File: config.mk
export PLATFORM = sky130hd
export DESIGN_NAME = wbs_seq
export DESIGN_NICKNAME = d
export VERILOG_FILES = /design/src/rtl/wbs_pkg.sv /design/src/rtl/wbs_bank_timer.sv /design/src/rtl/wbs_burst_track.sv /design/src/rtl/wbs_seq.sv
export SDC_FILE = /design/constraint.sdc
export NUM_CORES = 1
export LEC_CHECK = 0
export BUFFER_PORTS_ARGS = -buffer_cell sky130_fd_sc_hd__buf_2
export CORE_ASPECT_RATIO = 1.5
export CORE_MARGIN = 8
export CORE_UTILIZATION = 54
export CTS_CLUSTER_DIAMETER = 40
export DETAILED_ROUTE_END_ITERATION = 7
export GPL_TIMING_DRIVEN = 0
export PLACE_DENSITY = 0.87
export SYNTH_ARGS = -nofsm -noshare
export SYNTH_HDL_FRONTEND = slang
export SYNTH_SLANG_ARGS = --single-unit
export TNS_END_PERCENT = 1
File: constraint.sdc
create_clock -name clk -period 4.5 [get_ports clk]
set_clock_uncertainty 0.05 [all_clocks]
set_input_delay 0.675 -clock clk [delete_from_list [all_inputs] [get_ports clk]]
set_output_delay 0.675 -clock clk [all_outputs]
set_load 0.1 [all_outputs]
File: src/rtl/wbs_pkg.sv
package wbs_pkg;

   typedef enum logic [1:0] {
      REQ_WRITE = 2'd0,
      REQ_READ  = 2'd1,
      REQ_PRE   = 2'd2,
      REQ_NONE  = 2'd3
   } req_kind_e;

   typedef enum logic [2:0] {
      CMD_NOP   = 3'b111,
      CMD_READ  = 3'b101,
      CMD_WRITE = 3'b100,
      CMD_PRE   = 3'b010
   } sd_cmd_e;

   // recovery after the last registered write beat, in clocks
   function automatic int recov_clocks(input int clk_ps);
      return (clk_ps >= 15000) ? 1 : 2;
   endfunction

endpackage

File: src/rtl/wbs_bank_timer.sv
module wbs_bank_timer #(
   parameter int TWR = 2,
   parameter int TRP = 3
) (
   input  logic clk,
   input  logic rst_n,
   input  logic beat_i,
   input  logic pre_i,
   input  logic ap_arm_i,
   input  logic ap_now_i,
   output logic wr_idle_o,
   output logic rp_idle_o,
   output logic ap_pend_o
);
   localparam int MAXC = (TWR > TRP) ? TWR : TRP;
   localparam int CW   = $clog2(MAXC + 1);

   logic [CW-1:0] wr_cnt, rp_cnt;
   logic          ap_pend, wr_zero, ap_fire;

   assign wr_zero = (wr_cnt == '0);
   assign ap_fire = (ap_pend | ap_now_i) & wr_zero;

   always_ff @(posedge clk) begin
      if (!rst_n) begin
         wr_cnt  <= '0;
         rp_cnt  <= '0;
         ap_pend <= 1'b0;
      end else begin
         if (beat_i)        wr_cnt <= CW'(TWR - 1);
         else if (!wr_zero) wr_cnt <= wr_cnt - 1'b1;

         if (pre_i | ap_fire)    rp_cnt <= CW'(TRP - 1);
         else if (rp_cnt != '0)  rp_cnt <= rp_cnt - 1'b1;

         if (ap_fire)                  ap_pend <= 1'b0;
         else if (ap_arm_i | ap_now_i) ap_pend <= 1'b1;
      end
   end

   assign wr_idle_o = wr_zero;
   assign rp_idle_o = (rp_cnt == '0);
   assign ap_pend_o = ap_pend;
endmodule

File: src/rtl/wbs_burst_track.sv
module wbs_burst_track #(
   parameter int BANK_W = 2
) (
   input  logic              clk,
   input  logic              rst_n,
   input  logic              issue_wr_i,
   input  logic [BANK_W-1:0] wr_bank_i,
   input  logic [2:0]        wr_bcode_i,
   input  logic              wr_auto_i,
   input  logic              term_i,
   input  logic              stop_req_i,
   output logic              active_o,
   output logic [BANK_W-1:0] bank_o,
   output logic              auto_o,
   output logic              stopped_o,
   output logic              beat_o,
   output logic              ap_arm_cur_o,
   output logic              ap_arm_new_o,
   output logic              ap_now_o
);
   logic              active, full, auto_q, stopped;
   logic [BANK_W-1:0] bank_q;
   logic [3:0]        left_q, bl;
   logic              last_cyc;

   assign bl       = 4'd1 << wr_bcode_i[1:0];
   assign last_cyc = active & ~full & (left_q == 4'd1);

   always_ff @(posedge clk) begin
      if (!rst_n) begin
         active  <= 1'b0;
         full    <= 1'b0;
         auto_q  <= 1'b0;
         stopped <= 1'b0;
         bank_q  <= '0;
         left_q  <= '0;
      end else if (issue_wr_i) begin
         full    <= wr_bcode_i[2];
         active  <= wr_bcode_i[2] | (bl != 4'd1);
         left_q  <= bl - 4'd1;
         bank_q  <= wr_bank_i;
         auto_q  <= wr_auto_i;
         stopped <= 1'b0;
      end else if (term_i || last_cyc) begin
         active  <= 1'b0;
         stopped <= 1'b0;
      end else if (active) begin
         if (!full)      left_q  <= left_q - 4'd1;
         if (stop_req_i) stopped <= 1'b1;
      end
   end

   assign active_o     = active;
   assign bank_o       = bank_q;
   assign auto_o       = auto_q;
   assign stopped_o    = stopped;
   assign beat_o       = active & ~stopped & ~stop_req_i & ~term_i;
   assign ap_arm_cur_o = last_cyc & ~term_i & auto_q;
   assign ap_arm_new_o = issue_wr_i & ~wr_bcode_i[2] & (bl == 4'd1) & wr_auto_i;
   assign ap_now_o     = active & term_i & auto_q;
endmodule

File: src/rtl/wbs_seq.sv
module wbs_seq #(
   parameter int BANK_W  = 2,
   parameter int COL_W   = 9,
   parameter int ADDR_W  = 13,
   parameter int AP_BIT  = 10,
   parameter int CLK_PS  = 5000,
   parameter int TRP_CYC = 3
) (
   input  logic              clk,
   input  logic              rst_n,
   input  logic              req_valid,
   output logic              req_ready,
   input  logic [1:0]        req_kind,
   input  logic [BANK_W-1:0] req_bank,
   input  logic [COL_W-1:0]  req_col,
   input  logic [2:0]        req_blen,
   input  logic              req_auto,
   input  logic              req_all,
   output logic [2:0]        sd_cmd,
   output logic [BANK_W-1:0] sd_bank,
   output logic [ADDR_W-1:0] sd_addr,
   output logic              dq_oe,
   output logic              dqm
);
   import wbs_pkg::*;

   localparam int NB      = 1 << BANK_W;
   localparam int TWR_CYC = recov_clocks(CLK_PS);

   if (COL_W > AP_BIT) begin : g_bad_col
      $error("COL_W must fit below AP_BIT");
   end
   if (AP_BIT >= ADDR_W) begin : g_bad_ap
      $error("AP_BIT must lie inside ADDR_W");
   end
   if (TRP_CYC < 1) begin : g_bad_trp
      $error("TRP_CYC must be at least 1");
   end

   req_kind_e         kind;
   logic              is_wr, is_rd, is_pre;
   logic [NB-1:0]     wr_idle, rp_idle, ap_pend, blk;
   logic              b_active, b_auto, b_stopped, b_beat;
   logic [BANK_W-1:0] b_bank;
   logic              ap_arm_cur, ap_arm_new, ap_now;
   logic              pre_hits, stop_req, issue, issue_wr, term, auto_eff;
   logic              ok_rw, ok_one, ok_all;

   assign kind     = req_kind_e'(req_kind);
   assign is_wr    = (kind == REQ_WRITE);
   assign is_rd    = (kind == REQ_READ);
   assign is_pre   = (kind == REQ_PRE);
   assign auto_eff = req_auto & ~req_blen[2];

   assign pre_hits = is_pre & b_active & ~b_auto & (req_all | (req_bank == b_bank));
   assign stop_req = req_valid & pre_hits;
   assign issue    = req_valid & req_ready;
   assign issue_wr = issue & is_wr;
   assign term     = issue & (is_wr | is_rd | pre_hits);

   always_comb begin
      ok_rw  = ~blk[req_bank];
      ok_one = ok_rw & wr_idle[req_bank];
      ok_all = 1'b1;
      for (int b = 0; b < NB; b++) begin
         if (blk[b] || !wr_idle[b]) ok_all = 1'b0;
      end
      unique case (kind)
         REQ_WRITE, REQ_READ: req_ready = ok_rw;
         REQ_PRE:             req_ready = req_all ? ok_all : ok_one;
         default:             req_ready = 1'b1;
      endcase
   end

   wbs_burst_track #(.BANK_W(BANK_W)) u_track (
      .clk          (clk),
      .rst_n        (rst_n),
      .issue_wr_i   (issue_wr),
      .wr_bank_i    (req_bank),
      .wr_bcode_i   (req_blen),
      .wr_auto_i    (auto_eff),
      .term_i       (term),
      .stop_req_i   (stop_req),
      .active_o     (b_active),
      .bank_o       (b_bank),
      .auto_o       (b_auto),
      .stopped_o    (b_stopped),
      .beat_o       (b_beat),
      .ap_arm_cur_o (ap_arm_cur),
      .ap_arm_new_o (ap_arm_new),
      .ap_now_o     (ap_now)
   );

   for (genvar gb = 0; gb < NB; gb++) begin : g_bank
      logic hit_cur, hit_req;
      assign hit_cur = (b_bank == BANK_W'(gb));
      assign hit_req = (req_bank == BANK_W'(gb));
      assign blk[gb] = ~rp_idle[gb] | ap_pend[gb] | (b_active & b_auto & hit_cur);

      wbs_bank_timer #(.TWR(TWR_CYC), .TRP(TRP_CYC)) u_tmr (
         .clk       (clk),
         .rst_n     (rst_n),
         .beat_i    ((issue_wr & hit_req) | (b_beat & hit_cur)),
         .pre_i     (issue & is_pre & (req_all | hit_req)),
         .ap_arm_i  ((ap_arm_cur & hit_cur) | (ap_arm_new & hit_req)),
         .ap_now_i  (ap_now & hit_cur),
         .wr_idle_o (wr_idle[gb]),
         .rp_idle_o (rp_idle[gb]),
         .ap_pend_o (ap_pend[gb])
      );
   end

   assign dq_oe = issue_wr | b_beat;
   assign dqm   = b_active & (b_stopped | stop_req) & ~(issue & (is_wr | is_rd));

   always_comb begin
      sd_cmd  = CMD_NOP;
      sd_bank = '0;
      sd_addr = '0;
      if (issue) begin
         unique case (kind)
            REQ_WRITE: begin
               sd_cmd               = CMD_WRITE;
               sd_bank              = req_bank;
               sd_addr[COL_W-1:0]   = req_col;
               sd_addr[AP_BIT]      = auto_eff;
            end
            REQ_READ: begin
               sd_cmd               = CMD_READ;
               sd_bank              = req_bank;
               sd_addr[COL_W-1:0]   = req_col;
            end
            REQ_PRE: begin
               sd_cmd               = CMD_PRE;
               sd_bank              = req_bank;
               sd_addr[AP_BIT]      = req_all;
            end
            default: sd_cmd = CMD_NOP;
         endcase
      end
   end
endmodule

==> run_results.csv <==
group,metric,value,unit
status,outcome,"completed",
placement,dpl_cell_area,0.00226,sq mm
synth,ys_ff_latch,30,
global_routing,grt_overflow,0,
synth,synth_top_flop_cell,"dfxtp_1",
cells_and_area,final_core_util,65.6,%
sta,tns,0,ns
cts,cts-resized-gates,0,
setup_path,crit_fanout,5,
setup_path,crit_buf_inv,1,
route,wire_per_inst,16.4,um
cts,htreeDepth,2,
synth,yosys_warnings,0,
floorplanning,die_y,90.7,um
floorplanning,die_w,65.8,um
cells_and_area,most-common-layout-cells,"buf_2 (36), dfxtp_1 (30), nor2_1 (24), nand2_1 (22), a21oi_1 (18)",
synth,async_flop_share,0,%
route,first_pass_iters,5,
cts,worstSkewPairLatency,0.28,ns
cells_and_area,layout_commonest_cell,"buf_2",
setup_path,required,3.77,ns
setup_path,worstSetupEndpointType,"primary output",
placement,post-place-ws,1.10,ns
placement,io_buffer_count,36,
cts,clock_path_buffers,2,
sta,period_share,82.7,%
floorplanning,initial_core_util,55.6,%
synth,ys_seq_area_share,29.9,%
placement,gp_congestion,0.999,
sta,rsz0062_at_grt,"no",
cells_and_area,nFillCells,303,
cells_and_area,num-nets-final,318,
setup_path,cp-start-kind,"flip-flop",
floorplanning,die-area,0.00597,sq mm
cells_and_area,drive_gt1_share,26.1,%
cells_and_area,stdcell_area,0.00237,sq mm
cells_and_area,area_growth,17.9,%
min_path,hp-class,"flip-flop to flip-flop",
sta,slew_headroom,63.9,%
setup_path,crit_family,"simple AND/OR/NAND/NOR gates",
route,vias_per_cell,5.92,
placement,dpl.hpwl,4.13,mm
synth,synthCells,246,
route,drtAntennaViolNets,0,
floorplanning,rows,27,
setup_path,cp.arrival,3.00,ns
route,drt_iter0_drc,143,
route,via_count,1978,
cts,hold_buffers,0,
power,ir_worst_vdd,0.386,mV
setup_path,cp_slowest_stage_delay,0.56,ns
floorplanning,core,0.00361,sq mm
sta,min_period,3.72,ns
cts,cts_root_buf,"clkbuf_8",
setup_path,path_class,"flip-flop to primary output",
synth,synthesis.area,0.00201,sq mm
cts,post-cts-setup-buffer-count,0,
sta,worstMarginPinSlew,0.541,ns
cts,cts.sink_count,30,
cts,clkTransAtPathRegs,0.07,ns
floorplanning,ioPinCount,42,
setup_path,slowest_stage,"or4_4",
cells_and_area,diodes,0,
job,cap_violations,0,
sta,fmax,269,MHz
global_routing,grt_max_degree,11,
synth,synth-edff-count,0,
power,power.density,468,mW/mm^2
cts,cts_buffers,5,
global_routing,antenna_found_initial,0,
global_routing,grt_use_total,19.0,%
global_routing,grt_pass1_vias,1934,
global_routing,grt_pass1_wl,9.10,mm
sta,drv_slew,0,
sta,setup_ws,0.779,ns
route,drc,0,
synth,synth_cell_types,57,
setup_path,cp_cell_sequence,"or3_1 -> or4_4 -> o41ai_4 -> a32oi_4 -> nor2_1 -> a21o_1 -> buf_2",
route,routed_wl,5.47,mm
synth,syn_avg_cell_area,8.17,sq um
cts,cts_tree,"done",
sta,finalHoldViolCount,0,
sta,setup_violations,0,
power,power,1.11,mW
power,p_leak,1.03,nW
[per-layer routing]
metal | GRT usage (%) | share of wire, % | vias to the layer above
met5 | 0 | 0 | -
met4 | 11.0 | 2.9 | 0
met3 | 4.47 | 6.2 | 18
met2 | 32.2 | 53 | 80
met1 | 20.5 | 38 | 922
li1 | - | - | 958
[worst paths after layout]
kind                                                 from                   endpoint  slack [ns]  depth (start not counted)
worst max-delay path            g_bank[1].u_tmr.rp_cnt[1]                sd_addr[10]        0.78                          7
worst min-delay path            g_bank[3].u_tmr.rp_cnt[0]  g_bank[3].u_tmr.rp_cnt[0]        0.39                          1
worst max register to register  g_bank[3].u_tmr.wr_cnt[0]          u_track.left_q[3]        1.62                         10
worst min register to register  g_bank[3].u_tmr.rp_cnt[0]  g_bank[3].u_tmr.rp_cnt[0]        0.39                          1
[synthesized netlist by cell type (3+ instances only)]
cell type,instances,area [sq um]
dfxtp_1,30,601
o311a_1,3,30.0
nand3_1,5,25.0
buf_4,3,22.5
inv_1,17,63.8
nor4_1,7,43.8
or3_1,6,37.5
nand2_1,22,82.6
ha_1,6,75.1
and2_1,11,68.8
a21oi_1,18,90.1
nor2_1,24,90.1
nor2b_1,3,18.8
o22a_2,3,30.0
o31a_1,4,35.0
clkbuf_1,7,26.3
nor3_1,4,20.0
xnor2_1,6,52.6
and4b_1,3,30.0
a31oi_1,4,25.0
nand2b_1,5,31.3
buf_6,4,45.0
a22oi_1,3,22.5
o21ai_0,4,20.0
nor3b_1,3,22.5
[sequential cells by signal, indices dropped and copies added, names as in the netlist]
| name | count |
|---|---|
| g_bank.u_tmr.ap_pend_o | 4 |
| g_bank.u_tmr.rp_cnt | 8 |
| g_bank.u_tmr.wr_cnt | 8 |
| u_track.active_o | 1 |
| u_track.auto_o | 1 |
| u_track.bank_o | 2 |
| u_track.full | 1 |
| u_track.left_q | 4 |
| u_track.stopped_o | 1 |
[report_power, final]
part / switching, mW / internal (mW) / total [mW]
clock: 0.105 / 0.177 / 0.282
sequential: 0.0265 / 0.309 / 0.336
combinational: 0.307 / 0.183 / 0.491
total: 0.439 / 0.669 / 1.11
[logic make-up after synthesis]
logic type	count (synthesis)	share of synthesized area, %
simple gates	110	30.4
flops	30	29.9
fa+ha+maj	6	3.73
xor+xnor	6	2.61
buf+inv	35	9.02
mux	1	1.12
other cells	1	0.187
compound gates	57	23.1
[final cells by class]
class	count	area (sq um)	share of cell area, %
tap	43	53.8	2.27
clock buffer	6	82.6	3.48
inverter	18	67.6	2.85
sequential	30	601	25.3
clock inverter	1	30.0	1.27
buffer	17	114	4.80
timing repair buffer	36	180	7.60
multi-input combinational	183	1240	52.4
[metrics by stage]
step / cells / hold slack, ns
6_report: 334 / 0.390
5_1_grt: 334 / 0.423
4_1_cts: 334 / 0.388
3_5_place_dp: 327 / 0.379
3_3_place_gp: 327 / 0.372
2_1_floorplan: 248 / 0.362
No activity file was read; power rests on OpenSTA's default activity.
